[src/rtl/pwr_mode_ctrl.sv]
module pwr_mode_ctrl #(
  parameter int NUM_PERIPH = 8,
  parameter int NUM_IRQ    = 8,
  parameter int DATA_W     = 32,
  parameter int RST_CYCLES = 4
) (
  input  logic                  clk,
  input  logic                  rst_n,
  input  logic                  wr_en,
  input  logic [1:0]            wr_addr,
  input  logic [DATA_W-1:0]     wr_data,
  input  logic [1:0]            rd_addr,
  output logic [DATA_W-1:0]     rd_data,
  input  logic [NUM_IRQ-1:0]    irq_i,
  input  logic                  ext_irq_i,
  input  logic                  host_wake_i,
  input  logic                  key_wake_i,
  output logic                  cpu_clk_en_o,
  output logic [NUM_PERIPH-1:0] periph_clk_en_o,
  output logic                  pll_bypass_o,
  output logic                  power_off_req_o,
  output logic [NUM_PERIPH-1:0] periph_rst_o
);
  localparam int CW = $clog2(RST_CYCLES + 1);
  localparam logic [CW-1:0] RST_LOAD = CW'(RST_CYCLES);
  localparam logic [2:0] M_NORM = 3'd0, M_SLOW = 3'd1, M_IDLE = 3'd2,
                         M_STOP = 3'd3, M_PDWN = 3'd4;

  logic [2:0]            mode_q, mode_d, target;
  logic [NUM_PERIPH-1:0] clken_q, clken_d;
  logic [NUM_IRQ-1:0]    irq_en_q;
  logic                  wr_mode, wr_rst, wake_hit;
  logic                  unused_bits;

  assign unused_bits = &{1'b0, wr_data};
  assign wr_mode  = wr_en && wr_addr == 2'd0 && wr_data[2:0] <= M_PDWN;
  assign wr_rst   = wr_en && wr_addr == 2'd2;
  assign target   = wr_mode ? wr_data[2:0] : mode_q;
  assign wake_hit = (target == M_IDLE && (|(irq_i & irq_en_q) || ext_irq_i))
                 || (target == M_STOP && ext_irq_i)
                 || (target == M_PDWN && (host_wake_i || key_wake_i));
  assign mode_d   = wake_hit ? M_NORM : target;
  assign clken_d  = (wr_en && wr_addr == 2'd1) ? wr_data[NUM_PERIPH-1:0] : clken_q;

  always_ff @(posedge clk or negedge rst_n) begin
    if (!rst_n) begin
      mode_q          <= M_NORM;
      clken_q         <= '1;
      irq_en_q        <= '0;
      cpu_clk_en_o    <= 1'b1;
      periph_clk_en_o <= '1;
      pll_bypass_o    <= 1'b0;
      power_off_req_o <= 1'b0;
    end else begin
      mode_q          <= mode_d;
      clken_q         <= clken_d;
      if (wr_en && wr_addr == 2'd3) irq_en_q <= wr_data[NUM_IRQ-1:0];
      cpu_clk_en_o    <= mode_d == M_NORM || mode_d == M_SLOW;
      periph_clk_en_o <= (mode_d <= M_IDLE) ? clken_d : '0;
      pll_bypass_o    <= mode_d == M_SLOW;
      power_off_req_o <= mode_d == M_PDWN;
    end
  end

  for (genvar i = 0; i < NUM_PERIPH; i++) begin : g_prst
    logic [CW-1:0] cnt_q;
    always_ff @(posedge clk or negedge rst_n) begin
      if (!rst_n)                   cnt_q <= '0;
      else if (wr_rst && wr_data[i]) cnt_q <= RST_LOAD;
      else if (cnt_q != '0)          cnt_q <= cnt_q - 1'b1;
    end
    assign periph_rst_o[i] = cnt_q != '0;

    assert_rst_cause_R12: assert property (@(posedge clk) disable iff (!rst_n)
      $rose(periph_rst_o[i]) |-> $past(wr_rst && wr_data[i]));
  end

  always_comb begin
    rd_data = '0;
    case (rd_addr)
      2'd0: rd_data[2:0]           = mode_q;
      2'd1: rd_data[NUM_PERIPH-1:0] = clken_q;
      2'd2: rd_data[NUM_PERIPH-1:0] = periph_rst_o;
      default: rd_data[NUM_IRQ-1:0] = irq_en_q;
    endcase
  end

  assert_slow_bypass_R3: assert property (@(posedge clk) disable iff (!rst_n)
    pll_bypass_o |-> cpu_clk_en_o && mode_q == M_SLOW);
  assert_idle_gate_R4: assert property (@(posedge clk) disable iff (!rst_n)
    mode_q == M_IDLE |-> !cpu_clk_en_o && periph_clk_en_o == clken_q);
  assert_stop_gate_R5: assert property (@(posedge clk) disable iff (!rst_n)
    mode_q == M_STOP |-> !cpu_clk_en_o && periph_clk_en_o == '0 && !power_off_req_o);
  assert_pdwn_gate_R6: assert property (@(posedge clk) disable iff (!rst_n)
    power_off_req_o |-> !cpu_clk_en_o && periph_clk_en_o == '0);
  assert_bad_code_R2: assert property (@(posedge clk) disable iff (!rst_n)
    (mode_q == M_SLOW && wr_en && wr_addr == 2'd0 && wr_data[2:0] > M_PDWN) |=> mode_q == M_SLOW);
  assert_idle_wake_R8: assert property (@(posedge clk) disable iff (!rst_n)
    (mode_q == M_IDLE && !wr_en && |(irq_i & irq_en_q)) |=> mode_q == M_NORM);
  assert_stop_hold_R9: assert property (@(posedge clk) disable iff (!rst_n)
    (mode_q == M_STOP && !wr_en && !ext_irq_i) |=> mode_q == M_STOP);
  assert_pdwn_hold_R10: assert property (@(posedge clk) disable iff (!rst_n)
    (mode_q == M_PDWN && !wr_en && !host_wake_i && !key_wake_i) |=> power_off_req_o);
  assert_cancel_R11: assert property (@(posedge clk) disable iff (!rst_n)
    (wr_en && wr_addr == 2'd0 && wr_data[2:0] == M_PDWN && (host_wake_i || key_wake_i))
      |=> mode_q == M_NORM && !power_off_req_o);
endmodule

[config.mk]
export PLATFORM = sky130hd
export DESIGN_NAME = pwr_mode_ctrl
export DESIGN_NICKNAME = d
export VERILOG_FILES = /design/src/rtl/pwr_mode_ctrl.sv
export SDC_FILE = /design/constraint.sdc
export NUM_CORES = 1
export LEC_CHECK = 0
export BUFFER_PORTS_ARGS = -buffer_cell sky130_fd_sc_hd__buf_2
export CORE_UTILIZATION = 25
export DETAILED_ROUTE_END_ITERATION = 6
export PLACE_DENSITY_LB_ADDON = 0.12
export SLEW_MARGIN = 10
export SYNTH_ARGS = -nofsm -noshare
export SYNTH_HDL_FRONTEND = slang
export SYNTH_SLANG_ARGS = --single-unit
[constraint.sdc]
create_clock -name clk -period 2.31 [get_ports clk]
set_input_delay 0.231 -clock clk [delete_from_list [all_inputs] [get_ports clk]]
set_output_delay 0.231 -clock clk [all_outputs]
set_load 0.03 [all_outputs]
# --- Word level (Yosys, flattened, before mapping) ---
# Cells that the tools add are included.
totals:
  register_bits: 54
  wordCells: 99
  inputBits: 50
op_classes:
  n_bitwise: 1
  add_sub_neg: 8
  eq_ne: 10
  reduce_logical: 41
  n_mux: 22
  n_lt_le_gt_ge: 2
op_table:
  columns: ["cell", "n"]
  rows:
  - ["3-bit 2-to-1 mux", 18]
  - ["3-bit nonzero test", 8]
  - ["3-bit by 1-bit subtractor with 3-bit output (second input constant)", 8]
  - ["1-bit logical AND", 16]
  - ["8-bit 2-to-1 mux", 2]
  - ["2-bit nonzero test", 8]
  - ["5-bit one-hot mux with 3 select lines", 1]
  - ["3-bit one-hot mux with 3 select lines", 1]
  - ["8-bit AND", 1]
  - ["8-bit OR reduction", 1]
  - ["2-bit == test (second input constant)", 3]
  - ["3-bit by 2-bit == test with 1-bit output (second input constant)", 2]
  - ["3-bit == test (second input constant)", 2]
  - ["1-bit logical OR", 5]
  - ["2-bit by 1-bit == test with 1-bit output (second input constant)", 2]
  - ["2-bit zero test", 2]
  - ["3-bit by 1-bit == test with 1-bit output (second input constant)", 1]
  - ["3-bit by 2-bit less-or-equal comparator with 1-bit output (second input constant)", 1]
  - ["3-bit less-or-equal comparator (second input constant)", 1]
  - ["3-bit zero test", 1]

# --- Longest topological paths before layout ---
depth:
  depth_word: 11
  ltp_mapped: 6
  mapped_depth_nobuf: 5

# --- Worst setup path before layout ---
# No wires, ideal clock.
synth_path:
  kind: "reg2out"
  startpoint: "register g_prst[3].cnt_q[0]"
  endpoint: "output port rd_data[3]"
  setup_slack_ns: 0.381
  t_required_ns: 2.079
  arrival_time_ns: 1.698
  stages_incl_launch_ff: 6
  path_cell_list: "dfrtp_1 > inv_1 > ha_1 > nand2b_1 > nand2_1 > o21ai_0"
synth_between:
  elab_chain_cells: 2
synth_lines:
  columns: ["element", "line_no", "text"]
  rows:
  - ["start, declared", "66", "logic [CW-1:0] cnt_q;"]
  - ["start signal, assigned", "70", "else if (cnt_q != '0) cnt_q <= cnt_q - 1'b1;"]
  - ["3-bit nonzero test", "72", "assign periph_rst_o[i] = cnt_q != '0;"]
  - ["via periph_rst_o[3]", "22", "output logic [NUM_PERIPH-1:0] periph_rst_o"]
  - ["5-bit one-hot mux with 3 select lines", "80", "case (rd_addr)"]
  - ["end, declared", "13", "output logic [DATA_W-1:0] rd_data,"]
# The timed path passes the listed nets, and every way through them passes these cells.

# --- Worst setup path in the final report ---
layout_path:
  startpoint: "register g_prst[2].cnt_q[0]"
  endpoint: "output port rd_data[2]"
layout_between:
  elab_chain_cells: 2
layout_lines:
  columns: ["element", "line_no"]
  rows:
  - ["start, declared", "66"]
  - ["start signal, assigned", "70"]
  - ["3-bit nonzero test", "72"]
  - ["3-bit one-hot mux with 3 select lines", "80"]
# No other way between the ends.

==> summary.md <==
| Metric | Value |
|---|---|
| Run status | `finished, violations left` |
| Failing checks | `DRC` |
| CP Class | `reg -> out` |
| Clk buf depth | `2` |
| Clock share of power | `0.210` |
| Sequential share of power | `0.370` |
| Core ar. | `11,500 um^2` |
| First-pass GRT wire length | `10,700 um` |
| Top Family by Delay on Critical Path | `multiplexers` |
| Met3 GRT Util | `0.0268` |
| Root Driver | `clkbuf_16` |
| Drt wl/cell | `about 14 um` |
| Initial antenna violation count | `0` |
| Combinational power share | `0.420` |
| CP arrival | `1.78 ns` |
| DR vias | `2,032` |
| Htree depth | `2` |
| Yosys cell types | `37` |
| Final ANT Viol Nets | `0` |
| WP buf/inv | `2` |
| Fin crit period | `2.01 ns` |
| Slew @ Worst Pin | `0.579 ns` |
| Fin nets | `387` |
| Switch share | `0.367` |
| Starting DRC count in detailed routing | `93` |
| Synth warn | `0` |
| CTS tree | `done` |
| Final core occ | `0.303` |
| Drt pass-1 iters | `7` |
| Sequential fraction of the synthesis area | `0.462` |
| DRC | `22` |
| Max-slew headroom | `0.613` |
| Setup tns final | `0 ns` |
| Unrepaired setup endpoints after global routing | `false` |
| Flop-to-flop setup slack | `0.71 ns` |
| RePlAce Congestion | `0.735` |
| I/O pin cnt | `101` |
| Routed wire length | `between 6000 and 7000 um` |
| WP data required | `2.08 ns` |
| Worst path cell trace | `inv_1 > ha_1 > nand2b_1 > mux4_2 > buf_2` |
| Die Y | `111 um` |
| Max_cap viols | `0` |
| Mapped cell area | `2970 um^2` |
| Post-DP HPWL | `4730 um` |
| Final setup vio count | `0` |
| Non-Filler Instances | `465` |
| Internal power | `2550 uW` |
| Area Growth Syn to Fin | `17.4%` |
| Seq. cell area | `around 1400 um^2` |
| Power Dens Cells | `1160 nW/um^2` |
| Core Rows | `39` |
| Resized Gates After CTS | `0` |
| Commonest non-fill, non-tap cell in the layout | `buf_2` |
| Hold crit path type | `in -> reg` |
| Number of global-route vias before repair | `1,989` |
| Most Crowded Layer GR | `met2` |
| Cells after synthesis | `267` |
| Startpoint Class | `flop` |
| Worst-path fanout max | `5` |
| Met2 Usage GRT | `0.169` |
| P_leak | `0.00160 uW` |
| Footprint of the multi-input gates | `between 1000 and 1500 um^2` |
| Initial Util | `0.258` |
| GR Util met1 | `0.160` |
| GRT Total Usage | `0.112` |
| Layout cells sized above 1 | `0.332` |
| CP Capture Type | `output port` |
| Tcrit/Tclk final | `0.870` |
| Die W | `111 um` |
| Pin count of the biggest net entering global routing | `37` |
| Psw | `1480 uW` |
| Grt ovf | `0` |
| Antenna diode count | `0` |
| Worst-Skew Late Latency | `0.29 ns` |
| Fin. max-slew vios | `0` |
| Port Buffers | `52` |
| Yosys reg bits | `54` |
| Die area | `12,300 um^2` |
| Worst path max stage delay | `0.50 ns` |
| CTS buffer count | `5` |
| Max frequency | `0.498 GHz` |
| Average cell area after synthesis | `between 10 and 15 um^2` |
| Slowest-stage cell, CP | `mux4_2` |
| Cell Count Post-Placement | `about 460` |
| Fillers | `1,188` |
| Leading cell types in the layout, fill and taps excluded | `buf_2, dfrtp_1, conb_1` |
| Total chip power | `4030 uW` |
| Max VDD drop | `roughly 450 uV` |
| Clock slew at reported path FFs | `0.07 ns` |
| CTS sink count | `54` |
| Fin. Hold Viols | `0` |
| Vias/cell | `between 4 and 5` |
| Max Clock Skew | `~0.0048 ns` |
timing repair:
action	4_1_cts	5_1_grt
hold buffers	1	0
hold endpoints to repair	13	0
buffers inserted	0	0
cells in the mapped netlist:
library cell / instances / area share
a31oi_1: 2 / 0.0042
nor4b_1: 1 / 0.0029
buf_4: 24 / 0.061
o22ai_2: 1 / 0.0042
o21ai_4: 1 / 0.0055
nor3b_1: 1 / 0.0025
clkbuf_1: 5 / 0.0063
o21ai_0: 7 / 0.012
nor2_1: 20 / 0.025
a222oi_1: 1 / 0.0034
a221o_1: 8 / 0.027
or3b_1: 1 / 0.0029
conb_1: 1 / 0.0013
dfstp_2: 17 / 0.15
a22o_1: 3 / 0.0088
nand3b_1: 1 / 0.0025
nand2_1: 14 / 0.018
nor4b_2: 1 / 0.0051
inv_1: 19 / 0.024
nand3_1: 3 / 0.0051
mux2_2: 21 / 0.080
buf_2: 2 / 0.0034
nor2b_1: 15 / 0.032
dfrtp_1: 37 / 0.31
a21o_1: 1 / 0.0025
o221ai_1: 1 / 0.0029
ha_1: 16 / 0.067
or2_1: 1 / 0.0021
mux2i_1: 1 / 0.0034
a21oi_1: 10 / 0.017
a22oi_4: 1 / 0.0072
mux4_2: 3 / 0.023
a221oi_1: 9 / 0.027
xnor2_1: 8 / 0.024
nor3_4: 1 / 0.0055
a2bb2oi_2: 1 / 0.0051
nand2b_1: 8 / 0.017
kinds of logic (layout without fill, tap and decap cells):
family,Yosys count,after routing,share of synthesized area
AOI/OAI and AO/OA,46,46,0.126
xor gates and xnor gates,8,8,0.0236
adders and majority gates,16,16,0.0674
buffers and inverters,50,82,0.0943
DFF,54,54,0.462
muxes,25,25,0.106
other,1,24,0.00126
and+or+nand+nor,67,67,0.120
registers in the layout, summed over array words and instances (netlist names):
signal	flops
cpu_clk_en_o	1
power_off_req_o	1
g_prst.cnt_q	24
clken_q	8
irq_en_q	8
pll_bypass_o	1
periph_clk_en_o	8
mode_q	3
through the flow:
stage,instance area [um^2],hold slack (ns),setup WS [ns]
2_1_floorplan,3060,-0.0646,0.381
3_3_place_gp,3320,0.229,0.412
3_5_place_dp,3320,0.216,0.414
4_1_cts,3490,0.178,0.282
5_1_grt,3490,0.184,0.191
6_report,3490,0.174,0.301
power groups by stage:
stage          clock (uW)  combinational (uW)  sequential, uW
2_1_floorplan           0                1310            1540
3_5_place_dp            0                1720            1500
6_report              847                1690            1490
3_3_place_gp            0                1690            1500
4_1_cts               871                1720            1490
5_1_grt               911                1920            1530
metal layers:
metal | up-vias | part of all wire | wire length, um
li1 | 982 | - | -
met1 | 986 | 0.51 | 3360
met2 | 59 | 0.43 | 2840
met3 | 5 | 0.052 | 341
met4 | 0 | 0.0074 | 49
met5 | - | 0 | 0
final timing paths:
| check | from | end | cells after the start |
|---|---|---|---|
| max | g_prst[2].cnt_q[0]$_DFFE_PN0P_ | rd_data[2] | 5 |
| min | wr_data[7] | g_prst[7].cnt_q[0]$_DFFE_PN0P_ | 2 |
| max reg2reg | irq_en_q[1]$_DFFE_PN0P_ | mode_q[1]$_DFF_PN0_ | 4 |
| min reg2reg | irq_en_q[3]$_DFFE_PN0P_ | irq_en_q[3]$_DFFE_PN0P_ | 1 |
| max in group asynchronous | rst_n | periph_clk_en_o[7]$_DFF_PN1_ | 3 |
| min in group asynchronous | rst_n | g_prst[2].cnt_q[2]$_DFFE_PN0P_ | 2 |
final cells by class:
| type | count | share of cell area |
|---|---|---|
| multi-input combinational | 186 | 0.403 |
| tap | 143 | 0.0513 |
| sequential | 54 | 0.393 |
| timing repair buffer | 55 | 0.0854 |
| clock buffer | 7 | 0.0380 |
| clock inverter | 1 | 0.00861 |
| inverter | 19 | 0.0204 |
No activity file was read; power rests on OpenSTA's default activity.
